<file path="src/rtl/axi_wjob_pkg.sv">
package axi_wjob_pkg;

    localparam int ADDR_W = 32;
    localparam int LEN_W  = 12;
    localparam int ID_W   = 4;

    localparam logic [1:0] BURST_INCR = 2'b01;
    localparam logic [1:0] RESP_OKAY  = 2'b00;

    typedef struct packed {
        logic [ADDR_W-1:0] addr;
        logic [LEN_W-1:0]  len;
        logic [ID_W-1:0]   id;
    } wjob_t;

    // number of bus words covering len bytes, with 2**lg bytes per word
    function automatic logic [LEN_W-1:0] beats_of(input logic [LEN_W-1:0] len,
                                                  input int lg);
        logic [LEN_W:0] sum;
        sum = {1'b0, len} + (LEN_W+1)'((1 << lg) - 1);
        return LEN_W'(sum >> lg);
    endfunction

endpackage

</file>
<file path="src/rtl/wjob_fifo.sv">
module wjob_fifo #(
    parameter int W     = 8,
    parameter int DEPTH = 4
) (
    input  logic         clk,
    input  logic         rst,
    input  logic         push,
    input  logic [W-1:0] din,
    input  logic         pop,
    output logic [W-1:0] dout,
    output logic         full,
    output logic         empty
);
    localparam int PW = $clog2(DEPTH);

    logic [W-1:0] mem [DEPTH];
    logic [PW-1:0] wp, rp;
    logic [PW:0]   cnt;
    logic          do_push, do_pop;

    assign full    = (cnt == (PW+1)'(DEPTH));
    assign empty   = (cnt == '0);
    assign do_push = push && !full;
    assign do_pop  = pop && !empty;
    assign dout    = mem[rp];

    always_ff @(posedge clk) begin
        if (do_push) mem[wp] <= din;
    end

    always_ff @(posedge clk) begin
        if (rst) begin
            wp  <= '0;
            rp  <= '0;
            cnt <= '0;
        end else begin
            if (do_push) wp <= wp + 1'b1;
            if (do_pop)  rp <= rp + 1'b1;
            case ({do_push, do_pop})
                2'b10:   cnt <= cnt + 1'b1;
                2'b01:   cnt <= cnt - 1'b1;
                default: cnt <= cnt;
            endcase
        end
    end
endmodule

</file>
<file path="src/rtl/wjob_packer.sv">
module wjob_packer
    import axi_wjob_pkg::*;
#(
    parameter int DATA_W = 32
) (
    input  logic              clk,
    input  logic              rst,
    input  logic              hold_mode,
    input  logic              len_known,
    input  logic [LEN_W-1:0]  head_len,
    input  logic              byte_valid,
    output logic              byte_ready,
    input  logic [7:0]        byte_data,
    input  logic              byte_last,
    output logic              wvalid,
    input  logic              wready,
    output logic [DATA_W-1:0] wdata,
    output logic [DATA_W/8-1:0] wstrb,
    output logic              wlast,
    output logic              burst_done,
    output logic [LEN_W-1:0]  burst_beats
);
    localparam int BYTES = DATA_W / 8;
    localparam int LW    = (BYTES > 1) ? $clog2(BYTES) : 1;

    logic [LW-1:0]    lane;
    logic [LEN_W-1:0] bcnt;
    logic [LEN_W-1:0] beats;
    logic             take, end_b, word_full;

    assign byte_ready  = !wvalid && (!hold_mode || len_known);
    assign take        = byte_valid && byte_ready;
    assign end_b       = hold_mode ? (bcnt == head_len - 1'b1) : byte_last;
    assign word_full   = (lane == LW'(BYTES - 1));
    assign burst_done  = take && end_b;
    assign burst_beats = beats + 1'b1;

    always_ff @(posedge clk) begin
        if (rst) begin
            wvalid <= 1'b0;
            wdata  <= '0;
            wstrb  <= '0;
            wlast  <= 1'b0;
            lane   <= '0;
            bcnt   <= '0;
            beats  <= '0;
        end else if (wvalid) begin
            if (wready) begin
                wvalid <= 1'b0;
                wdata  <= '0;
                wstrb  <= '0;
                wlast  <= 1'b0;
            end
        end else if (take) begin
            wdata[lane*8 +: 8] <= byte_data;
            wstrb[lane]        <= 1'b1;
            bcnt               <= end_b ? '0 : bcnt + 1'b1;
            if (end_b || word_full) begin
                wvalid <= 1'b1;
                wlast  <= end_b;
                lane   <= '0;
                beats  <= end_b ? '0 : beats + 1'b1;
            end else begin
                lane   <= lane + 1'b1;
            end
        end
    end
endmodule

</file>
<file path="src/rtl/wjob_bcheck.sv">
module wjob_bcheck
    import axi_wjob_pkg::*;
#(
    parameter int DEPTH = 4
) (
    input  logic            clk,
    input  logic            rst,
    input  logic            exp_push,
    input  logic [ID_W-1:0] exp_id,
    output logic            exp_full,
    input  logic            bvalid,
    input  logic [ID_W-1:0] bid,
    input  logic [1:0]      bresp,
    output logic            b_err
);
    logic [ID_W-1:0] head_id;
    logic            exp_empty;

    wjob_fifo #(.W(ID_W), .DEPTH(DEPTH)) u_idq (
        .clk(clk), .rst(rst),
        .push(exp_push), .din(exp_id),
        .pop(bvalid), .dout(head_id),
        .full(exp_full), .empty(exp_empty)
    );

    always_comb begin
        b_err = 1'b0;
        if (bvalid) begin
            b_err = exp_empty || (bid != head_id) || (bresp != RESP_OKAY);
        end
    end
endmodule

</file>
<file path="src/rtl/axi_wjob_issuer.sv">
module axi_wjob_issuer
    import axi_wjob_pkg::*;
#(
    parameter int DATA_W     = 32,
    parameter int FIFO_DEPTH = 4
) (
    input  logic                clk,
    input  logic                rst,
    input  logic                hold_mode,
    input  logic                job_valid,
    output logic                job_ready,
    input  logic [ADDR_W-1:0]   job_addr,
    input  logic [LEN_W-1:0]    job_len,
    input  logic [ID_W-1:0]     job_id,
    input  logic                byte_valid,
    output logic                byte_ready,
    input  logic [7:0]          byte_data,
    input  logic                byte_last,
    output logic                awvalid,
    input  logic                awready,
    output logic [ADDR_W-1:0]   awaddr,
    output logic [7:0]          awlen,
    output logic [2:0]          awsize,
    output logic [1:0]          awburst,
    output logic [ID_W-1:0]     awid,
    output logic                wvalid,
    input  logic                wready,
    output logic [DATA_W-1:0]   wdata,
    output logic [DATA_W/8-1:0] wstrb,
    output logic                wlast,
    input  logic                bvalid,
    output logic                bready,
    input  logic [ID_W-1:0]     bid,
    input  logic [1:0]          bresp,
    output logic                err
);
    localparam int BYTES = DATA_W / 8;
    localparam int LG    = $clog2(BYTES);

    wjob_t            aw_q;
    logic             aw_fire;
    logic             lenq_full, lenq_empty, lenq_pop;
    logic [LEN_W-1:0] lenq_head;
    logic             wq_full, wq_empty;
    logic [LEN_W-1:0] wq_head;
    logic             idq_full, b_err;
    logic             burst_done;
    logic [LEN_W-1:0] burst_beats;
    logic             cmp_fire, cmp_err;

    // AW issue: one job register
    assign job_ready = !awvalid && !lenq_full && !idq_full;
    assign aw_fire   = awvalid && awready;

    always_ff @(posedge clk) begin
        if (rst) begin
            awvalid <= 1'b0;
            aw_q    <= '0;
        end else if (job_valid && job_ready) begin
            awvalid <= 1'b1;
            aw_q    <= '{addr: job_addr, len: job_len, id: job_id};
        end else if (aw_fire) begin
            awvalid <= 1'b0;
        end
    end

    assign awaddr  = aw_q.addr;
    assign awid    = aw_q.id;
    assign awlen   = 8'(beats_of(aw_q.len, LG) - 1'b1);
    assign awsize  = 3'(LG);
    assign awburst = BURST_INCR;
    assign bready  = 1'b1;

    // byte lengths of issued bursts, shared by W path and beat compare
    wjob_fifo #(.W(LEN_W), .DEPTH(FIFO_DEPTH)) u_lenq (
        .clk(clk), .rst(rst),
        .push(aw_fire), .din(aw_q.len),
        .pop(lenq_pop), .dout(lenq_head),
        .full(lenq_full), .empty(lenq_empty)
    );

    wjob_packer #(.DATA_W(DATA_W)) u_pack (
        .clk(clk), .rst(rst), .hold_mode(hold_mode),
        .len_known(!lenq_empty), .head_len(lenq_head),
        .byte_valid(byte_valid), .byte_ready(byte_ready),
        .byte_data(byte_data), .byte_last(byte_last),
        .wvalid(wvalid), .wready(wready), .wdata(wdata),
        .wstrb(wstrb), .wlast(wlast),
        .burst_done(burst_done), .burst_beats(burst_beats)
    );

    // lead mode: beat counts of finished bursts, compared with job beats
    wjob_fifo #(.W(LEN_W), .DEPTH(FIFO_DEPTH)) u_wq (
        .clk(clk), .rst(rst),
        .push(!hold_mode && burst_done), .din(burst_beats),
        .pop(cmp_fire), .dout(wq_head),
        .full(wq_full), .empty(wq_empty)
    );

    assign cmp_fire = !hold_mode && !lenq_empty && !wq_empty;
    assign cmp_err  = cmp_fire && (beats_of(lenq_head, LG) != wq_head);
    assign lenq_pop = hold_mode ? burst_done : cmp_fire;

    wjob_bcheck #(.DEPTH(FIFO_DEPTH)) u_bchk (
        .clk(clk), .rst(rst),
        .exp_push(aw_fire), .exp_id(aw_q.id), .exp_full(idq_full),
        .bvalid(bvalid), .bid(bid), .bresp(bresp), .b_err(b_err)
    );

    always_ff @(posedge clk) begin
        if (rst) err <= 1'b0;
        else     err <= err || b_err || cmp_err || (wq_full && burst_done);
    end
endmodule

</file>
<file path="config.mk">
export PLATFORM = sky130hd
export DESIGN_NAME = axi_wjob_issuer
export DESIGN_NICKNAME = d
export VERILOG_FILES = /design/src/rtl/axi_wjob_pkg.sv /design/src/rtl/wjob_fifo.sv /design/src/rtl/wjob_packer.sv /design/src/rtl/wjob_bcheck.sv /design/src/rtl/axi_wjob_issuer.sv
export SDC_FILE = /design/constraint.sdc
export NUM_CORES = 1
export LEC_CHECK = 0
export ABC_AREA = 1
export BUFFER_PORTS_ARGS = -buffer_cell sky130_fd_sc_hd__buf_2
export CORE_MARGIN = 2
export CORE_UTILIZATION = 40
export CTS_CLUSTER_SIZE = 25
export DETAILED_ROUTE_END_ITERATION = 10
export PLACE_DENSITY_LB_ADDON = 0.05
export SYNTH_ARGS = -nofsm -noshare
export SYNTH_HDL_FRONTEND = slang
export SYNTH_SLANG_ARGS = --single-unit
</file>
<file path="constraint.sdc">
create_clock -name clk -period 4.98 [get_ports clk]
set_input_delay 0.996 -clock clk [delete_from_list [all_inputs] [get_ports clk]]
set_output_delay 0.996 -clock clk [all_outputs]
set_load 0.02 [all_outputs]
</file>
==> results.yml, run 1 <==
final_layout:
  drive_gt1_share_pct: 16.96
  regArea_um2: 6186
  multi_input_area_um2: 4561
  fillers: 2902
  layout_commonest_cell: "nand2_1"
  syn_to_final_growth_pct: 15.03
  layout.cells.most_common_list: "254 x nand2_1, 234 x nor2_1, 156 x buf_2"
  final_nets: 1601
  fin_area_um2: 13550
route:
  drt-pass1-iter-count: 5
  finalWirelength_mm: 27.02
  vias: 9032
  drt_iter0_drc: 490
  post_drt_wl_per_cell_um: 14.13
  viasPerCell: 4.724
  drc: 0
  ant_nets: 0
timing:
  max_clock_freq_ghz: 0.2640
  period_share_pct: 76.07
  period_needed_ns: 3.788
  grt_setup_unrepaired: "false"
  slew_headroom_pct: 27.39
  slew_viol_final: 0
  hold_slack_ns: 0.4570
  skew_ns: 0.01017
  timing.final.ws_setup_ns: 1.192
  hold_viol: 0
  setup-violations-final: 0
  worstMarginPinSlew_ns: 1.079
  tns_ns: 0
power_and_ir_drop:
  leakagePower_nw: 5.758
  irDropWorstVdd_uv: 266.4
  power_density_nw_per_um2: 388.4
global_routing:
  grt_max_degree: 53
  grt_pass1_wl_mm: 43.97
  grt_overflow: 0
  antenna_found_initial: 1
  grt_pass1_vias: 8531
  track_usage_pct: 17.46
worst_setup_path:
  cpPeakStageDelay_ns: 0.38
  cp_cell_sequence: "buf_4 > inv_1 > nand3_2 > nand2_2 > ha_1 > a21oi_1 > o21a_1 > nand2_1 > nor2_1 > nand2_1 > nor2_1 > nand3_1 > nor2_1 > nand3_1 > nand2_2 > nand3_1 > nand2_1 > ha_1 > inv_1 > fa_1 > a21oi_1 > o21ai_0 > o21ai_0 > a21oi_1"
  worst_ep_required_time_ns: 5.40
  critPathMaxFanout: 13
  setup.worst_path.start_class: "flip-flop"
  cp-end-kind: "flip-flop"
  worstSetupPathType: "reg -> reg"
  critPathSlowestCell: "fa_1"
  crit_arrival_ns: 4.21
cts:
  clock-sinks: 253
  hold_buffers: 0
  cts.clk_slew.worst_paths_ns: 0.06
  clock_latency_ns: 0.54
  root_buffer: "clkbuf_16"
  clk_path_buf_depth: 3
  htreeDepth: 1
  cts_tree: "done"
  postCtsSetupRepairBufs: 0
  ctsResizeCount: 0
  cts_buffers: 29
synth:
  syn_inst: 1387
  ys_types: 41
  ys_ff_latch: 253
  synth_area_um2: 11780
  yosysWarnings: 0
  ys_seq_area_share_pct: 52.51
  avgSynthCellArea_um2: 8.494
place:
  pre_cts_ws_ns: 1.179
  gp_congestion: 0.7627
  hpwl_mm: 18.99
  port_buffers: 156
  dpl_cell_area_um2: 12620
floorplan:
  core-area_um2: 28860
  boundaryPins: 163
  fp.dieW_um: 175.6
  dieArea_um2: 30840
  initial_core_util_pct: 40.83
  rows: 62
  die_h_um: 175.6
hold_path:
  holdCritPathClass: "reg -> reg"
status:
  outcome: "finished, final reports clean"
flow_run:
  drv_cap: 0
[worst paths after layout]
path | slack, ns | endpoint | from | depth (start not counted)
setup / recovery | 1.19 | u_lenq.cnt[2]$_SDFFE_PP0P_ | flip-flop | 24
hold / removal | 0.46 | u_pack.wstrb[2]$_SDFFE_PP0P_ | u_pack.wstrb[2]$_SDFFE_PP0P_ | 2
setup reg to reg | 1.19 | u_lenq.cnt[2]$_SDFFE_PP0P_ | flip-flop | 24
hold reg to reg | 0.46 | u_pack.wstrb[2]$_SDFFE_PP0P_ | u_pack.wstrb[2]$_SDFFE_PP0P_ | 2
[worst max-delay path, delay by kind of cell (launching register included)]
family / cells / cell delay [ns]
AOI/OAI and AO/OA: 6 / 0.75
adders and majority gates: 3 / 0.79
buffers and inverters: 3 / 0.61
DFF: 1 / 0.29
and+or+nand+nor: 12 / 1.25
[Yosys cell counts]
cell / count / area (um^2)
nand2_1: 254 / 953.4
ha_1: 23 / 287.8
buf_2: 2 / 10.01
nand2_2: 14 / 87.58
inv_4: 3 / 18.77
o22ai_1: 9 / 56.30
o21bai_1: 3 / 22.52
a32o_1: 1 / 10.01
or3_1: 1 / 6.260
a32oi_1: 3 / 26.28
xnor2_1: 11 / 96.34
inv_2: 2 / 7.510
buf_4: 47 / 352.8
nor2_1: 234 / 878.3
nor2_4: 2 / 22.52
nor2_2: 2 / 12.51
nand3b_1: 4 / 30.03
nor3_1: 13 / 65.06
o21ai_0: 106 / 530.5
edfxtp_1: 112 / 3363
fa_1: 3 / 60.06
nand3_2: 10 / 100.1
xor2_1: 30 / 262.8
conb_1: 2 / 7.510
inv_1: 127 / 476.7
a21oi_1: 76 / 380.4
or2_2: 2 / 12.51
buf_6: 5 / 56.30
a21boi_0: 1 / 7.510
nor3b_1: 1 / 7.510
nor2_8: 1 / 20.02
nand2_4: 6 / 67.56
dfxtp_1: 141 / 2823
nand3_1: 84 / 420.4
and2_1: 1 / 6.260
nand4_1: 8 / 50.05
o21a_1: 2 / 15.01
o21ai_1: 3 / 15.01
clkbuf_1: 34 / 127.6
o31ai_1: 2 / 15.01
nor4_1: 2 / 12.51
[state kept, by name (all words and copies together), names as in the netlist, 2 cells and up, named ones only]
name              flops
u_lenq.mem           48
u_wq.mem             48
awaddr               32
u_pack.wdata         32
u_bchk.u_idq.mem     16
aw_q                 12
u_pack.bcnt          12
u_pack.beats         12
awid                  4
u_pack.wstrb          4
u_bchk.u_idq.cnt      3
u_lenq.cnt            3
u_wq.cnt              3
u_bchk.u_idq.rp       2
u_bchk.u_idq.wp       2
u_lenq.rp             2
u_lenq.wp             2
u_pack.lane           2
u_wq.rp               2
u_wq.wp               2
[cells by family (layout without fill, tap and decap cells)]
| group | Yosys count | count (layout) | share of synthesized area [%] |
|---|---|---|---|
| fa+ha+maj | 26 | 26 | 2.952 |
| other cells | 2 | 7 | 0.06375 |
| xor+xnor | 41 | 41 | 3.048 |
| buf+inv | 220 | 356 | 8.910 |
| simple gates | 639 | 639 | 23.36 |
| flops | 253 | 253 | 52.51 |
| compound gates | 206 | 206 | 9.155 |
[stage by stage]
stage	total power [mW]	util (%)	instances
after CTS	5.334	46.95	1911
after global placement	3.257	43.72	1857
after floorplan	3.067	-	1391
after global routing	5.525	46.95	1911
final	5.264	46.96	1912
after detailed placement	3.267	43.72	1857
[layout make-up]
type / count / share of cell area (%)
diodes: 1 / 0.01847
clock buffers: 42 / 6.158
clock inverters: 12 / 0.7294
inverters: 132 / 3.712
multi-input cells: 918 / 33.65
flip-flops and latches: 253 / 45.65
well taps: 384 / 3.545
repair buffers: 170 / 6.537
[report_power, final]
| group | internal [mW] | leakage [nW] | switching [mW] |
|---|---|---|---|
| Combinational | 0.268 | 3.11 | 0.541 |
| Sequential | 2.31 | 2.19 | 0.0962 |
| Clock | 1.21 | 0.454 | 0.838 |
| Total | 3.79 | 5.76 | 1.48 |
[routing by layer]
| metal | share of wire, % | global-route usage [%] |
|---|---|---|
| met1 | 48 | 24.43 |
| met2 | 45 | 28.23 |
| met3 | 4.3 | 3.139 |
| met4 | 2.0 | 4.029 |
| met5 | 0 | 0 |
Power figures use the tool's default switching activity.
==> run 2, diff against run 1 <==
--- a/config.mk
+++ b/config.mk
@@ -5,7 +5,7 @@
 export SDC_FILE = /design/constraint.sdc
 export NUM_CORES = 1
 export LEC_CHECK = 0
-export ABC_AREA = 1
+export ABC_AREA = 0
 export BUFFER_PORTS_ARGS = -buffer_cell sky130_fd_sc_hd__buf_2
 export CORE_MARGIN = 2
 export CORE_UTILIZATION = 40
==> constraint.sdc (replaced) <==
create_clock -name clk -period 3 [get_ports clk]
set_input_delay 0.6 -clock clk [delete_from_list [all_inputs] [get_ports clk]]
set_output_delay 0.6 -clock clk [all_outputs]
set_load 0.02 [all_outputs]
==> run 2 against run 1 <==
The run now ends with negative setup slack left. Final area rose by 2.1%. Clock skew increased by 0.0095 ns. Power increased by 53%. Final cell count down 15%. Via count decreased by 11%. Clock power grew 60%. Non-clock buffer count increased by 54. Largest power group unchanged.
==> results.yml, run 2 <==
power_and_ir_drop:
  totalPowerFinal_mw: 8.028
  leakagePower_nw: 5.255
  power_density_nw_per_um2: 580.2
  irDropWorstVdd_uv: 340.9
worst_setup_path:
  cp_cell_sequence: "buf_12 > mux4_2 > or4_4 > or4_1 > o32a_1 > a211oi_4 > nand3_2 > nand2_2 > ha_4 > inv_2 > fa_2 > xor2_1 > or3_1 > a21oi_1"
  setup.worst_path.start_class: "flip-flop"
  crit_arrival_ns: 4.38
  critPathMaxFanout: 5
  worst_ep_required_time_ns: 3.45
  worstSetupPathType: "reg -> reg"
  critPathSlowestCell: "or4_4"
  cp.buffers_inverters: 2
  cpPeakStageDelay_ns: 0.58
  crit_family: "simple AND/OR/NAND/NOR gates"
  cp-end-kind: "flip-flop"
route:
  finalWirelength_mm: 26.81
  viasPerCell: 4.981
  drc: 0
  drt-pass1-iter-count: 5
  drt_iter0_drc: 500
  ant_nets: 0
  post_drt_wl_per_cell_um: 16.56
  vias: 8064
final_layout:
  layout.cells.most_common_list: "157 x nand2_1, 155 x buf_2, 137 x dfxtp_1"
  stdcell_count: 1619
  syn_to_final_growth_pct: 23.77
  top_regs: "u_lenq.mem: 48 flops, u_wq.mem: 48 flops"
  fillers: 2626
  layout_commonest_cell: "nand2_1"
  final_nets: 1315
  drive_gt1_share_pct: 28.95
timing:
  hold_viol: 0
  skew_ns: 0.01970
  worstMarginPinSlew_ns: 0.7080
  period_needed_ns: 3.934
  slew_headroom_pct: 52.80
  hold_slack_ns: 0.3049
  tns_ns: -41.49
  grt_setup_unrepaired: "true"
  timing.final.ws_setup_ns: -0.9343
  period_share_pct: 131.1
  max_clock_freq_ghz: 0.2542
  slew_viol_final: 0
  setup-violations-final: 89
global_routing:
  track_usage_pct: 18.22
  met2_usage_pct: 28.94
  grt_util_met3_pct: 3.981
  top_usage_layer: "met2"
  grt_overflow: 0
  antenna_found_initial: 2
  grt_max_degree: 123
  met1_usage_pct: 25.72
  grt_pass1_vias: 7850
  grt_pass1_wl_mm: 42.26
place:
  port_buffers: 156
  hpwl_mm: 18.00
  placed_cells: 1550
  gp_congestion: 0.7701
  pre_cts_ws_ns: -0.9846
cts:
  cts_buffers: 28
  htreeDepth: 1
  clock-sinks: 253
  clk_path_buf_depth: 3
  cts.clk_slew.worst_paths_ns: 0.06
  root_buffer: "clkbuf_16"
  cts_tree: "done"
  hold_buffers: 0
  clock_latency_ns: 0.53
synth:
  synthArstFlopShare_pct: 0
  synth_area_leaders: "edfxtp_1 30%, dfxtp_1 25%, mux4_2 5.6%, nand2_1 5.6%, a21oi_1 4.3%"
  synth_mux_area_share_pct: 6.291
  synth_top_cell_by_area: "edfxtp_1"
  yosysWarnings: 0
  ys_ff_latch: 253
  synth_fa_ha_area_share_pct: 3.112
  synth_xor_area_share_pct: 5.720
  synth.top_cell.area_share_pct: 30.09
  synth_area_um2: 11180
  yosys-top-cells-count: "166 x nand2_1, 141 x dfxtp_1, 112 x edfxtp_1"
  syn_inst: 1044
  synth_flop_cell: "dfxtp_1"
  ys_types: 59
  avgSynthCellArea_um2: 10.71
  yosysMostFrequentCell: "nand2_1"
  synth-edff-count: 112
  yosys.area_share.simple_pct: 15.66
  synth_top_family_by_area: "simple AND/OR/NAND/NOR gates"
  synth_compound_area_share_pct: 8.339
  ys_seq_area_share_pct: 55.34
floorplan:
  dieArea_um2: 29300
  fp.dieW_um: 171.2
  die_h_um: 171.2
  boundaryPins: 163
  initial_core_util_pct: 40.46
  rows: 61
  core-area_um2: 27630
status:
  violations: "negative setup slack"
  outcome: "complete, but fails checks"
hold_path:
  holdCritPathClass: "in -> reg"
flow_run:
  drv_cap: 0
[run 2: cell types whose count changed in the layout (fill, tap and decap cells not counted), moves of 13 or more]
| cell | before | now |
|---|---|---|
| buf_4 | 14 | 50 |
| o21ai_0 | 106 | 6 |
| mux4_2 | 0 | 28 |
| nand3_1 | 84 | 30 |
| a21oi_1 | 76 | 91 |
| nand2_1 | 254 | 157 |
| and3_1 | 0 | 13 |
| nor3_1 | 13 | 27 |
| xnor2_1 | 11 | 32 |
| a22oi_1 | 0 | 15 |
| inv_1 | 126 | 24 |
| nor2_1 | 234 | 63 |
[run 2: layout make-up]
type,instances,area (um^2),share of cell area (%)
Timing Repair Buffer,224,1463,10.57
Multi-Input combinational cell,681,4702,33.98
Tap cell,378,473.0,3.418
Inverter,30,112.6,0.8139
Clock inverter,4,48.80,0.3527
Antenna cell,1,2.502,0.01809
Sequential cell,253,6193,44.76
Clock buffer,48,840.8,6.077
[run 2: where the power goes]
| group | total (mW) | internal [mW] | switching [mW] | leakage, nW |
|---|---|---|---|---|
| clock network | 3.29 | 1.98 | 1.31 | 0.434 |
| registers | 3.80 | 3.70 | 0.0963 | 2.20 |
| logic | 0.937 | 0.381 | 0.556 | 2.62 |
| total | 8.03 | 6.06 | 1.96 | 5.26 |
[run 2: what timing repair did]
| action | in CTS | in global routing |
|---|---|---|
| cloned | 8 | 0 |
| buffers inserted | 7 | 2 |
| pin swaps | 20 | 11 |
| gates resized for setup | 48 | 24 |
| setup endpoints to repair | 89 | 91 |
[run 2: worst paths after layout]
path                                       from                       endpoint  slack, ns  depth (start not counted)
setup / recovery                      flip-flop     u_lenq.cnt[2]$_SDFFE_PP0P_      -0.93                         14
hold / removal                     job_addr[21]        awaddr[21]$_SDFFE_PP0P_       0.30                          3
setup reg to reg                      flip-flop     u_lenq.cnt[2]$_SDFFE_PP0P_      -0.93                         14
hold reg to reg   u_pack.wdata[14]$_SDFFE_PP0P_  u_pack.wdata[14]$_SDFFE_PP0P_       0.45                          2
[run 2: per-layer routing]
layer	routed length (um)	share of wire [%]	vias up
met4	415	1.5	2
met1	12450	46	3855
met3	1560	5.8	33
li1	-	-	3993
met2	12370	46	181
met5	13	0.048	-
[run 2: logic make-up (layout without fill, tap and decap cells)]
| logic type | after synthesis | count (layout) |
|---|---|---|
| simple gates | 381 | 385 |
| flops | 253 | 253 |
| compound gates | 156 | 156 |
| buf+inv | 118 | 306 |
| xor+xnor | 73 | 73 |
| mux | 35 | 35 |
| fa+ha+maj | 26 | 26 |
| other cells | 2 | 7 |
[run 2: per-stage QoR]
stage | utilization [%] | cell area [um^2]
2_1_floorplan | - | 11290
3_3_place_gp | 45.24 | 12500
3_5_place_dp | 45.24 | 12500
4_1_cts | 49.78 | 13750
5_1_grt | 50.07 | 13830
6_report | 50.08 | 13840
[run 2: worst reg2reg max path, delay by kind of cell (launching register included)]
kind / cells / cell delay (ns)
compound gates: 3 / 0.67
xor+xnor: 1 / 0.16
mux: 1 / 0.50
flops: 1 / 0.39
buf+inv: 2 / 0.15
simple gates: 5 / 1.55
fa+ha+maj: 2 / 0.46
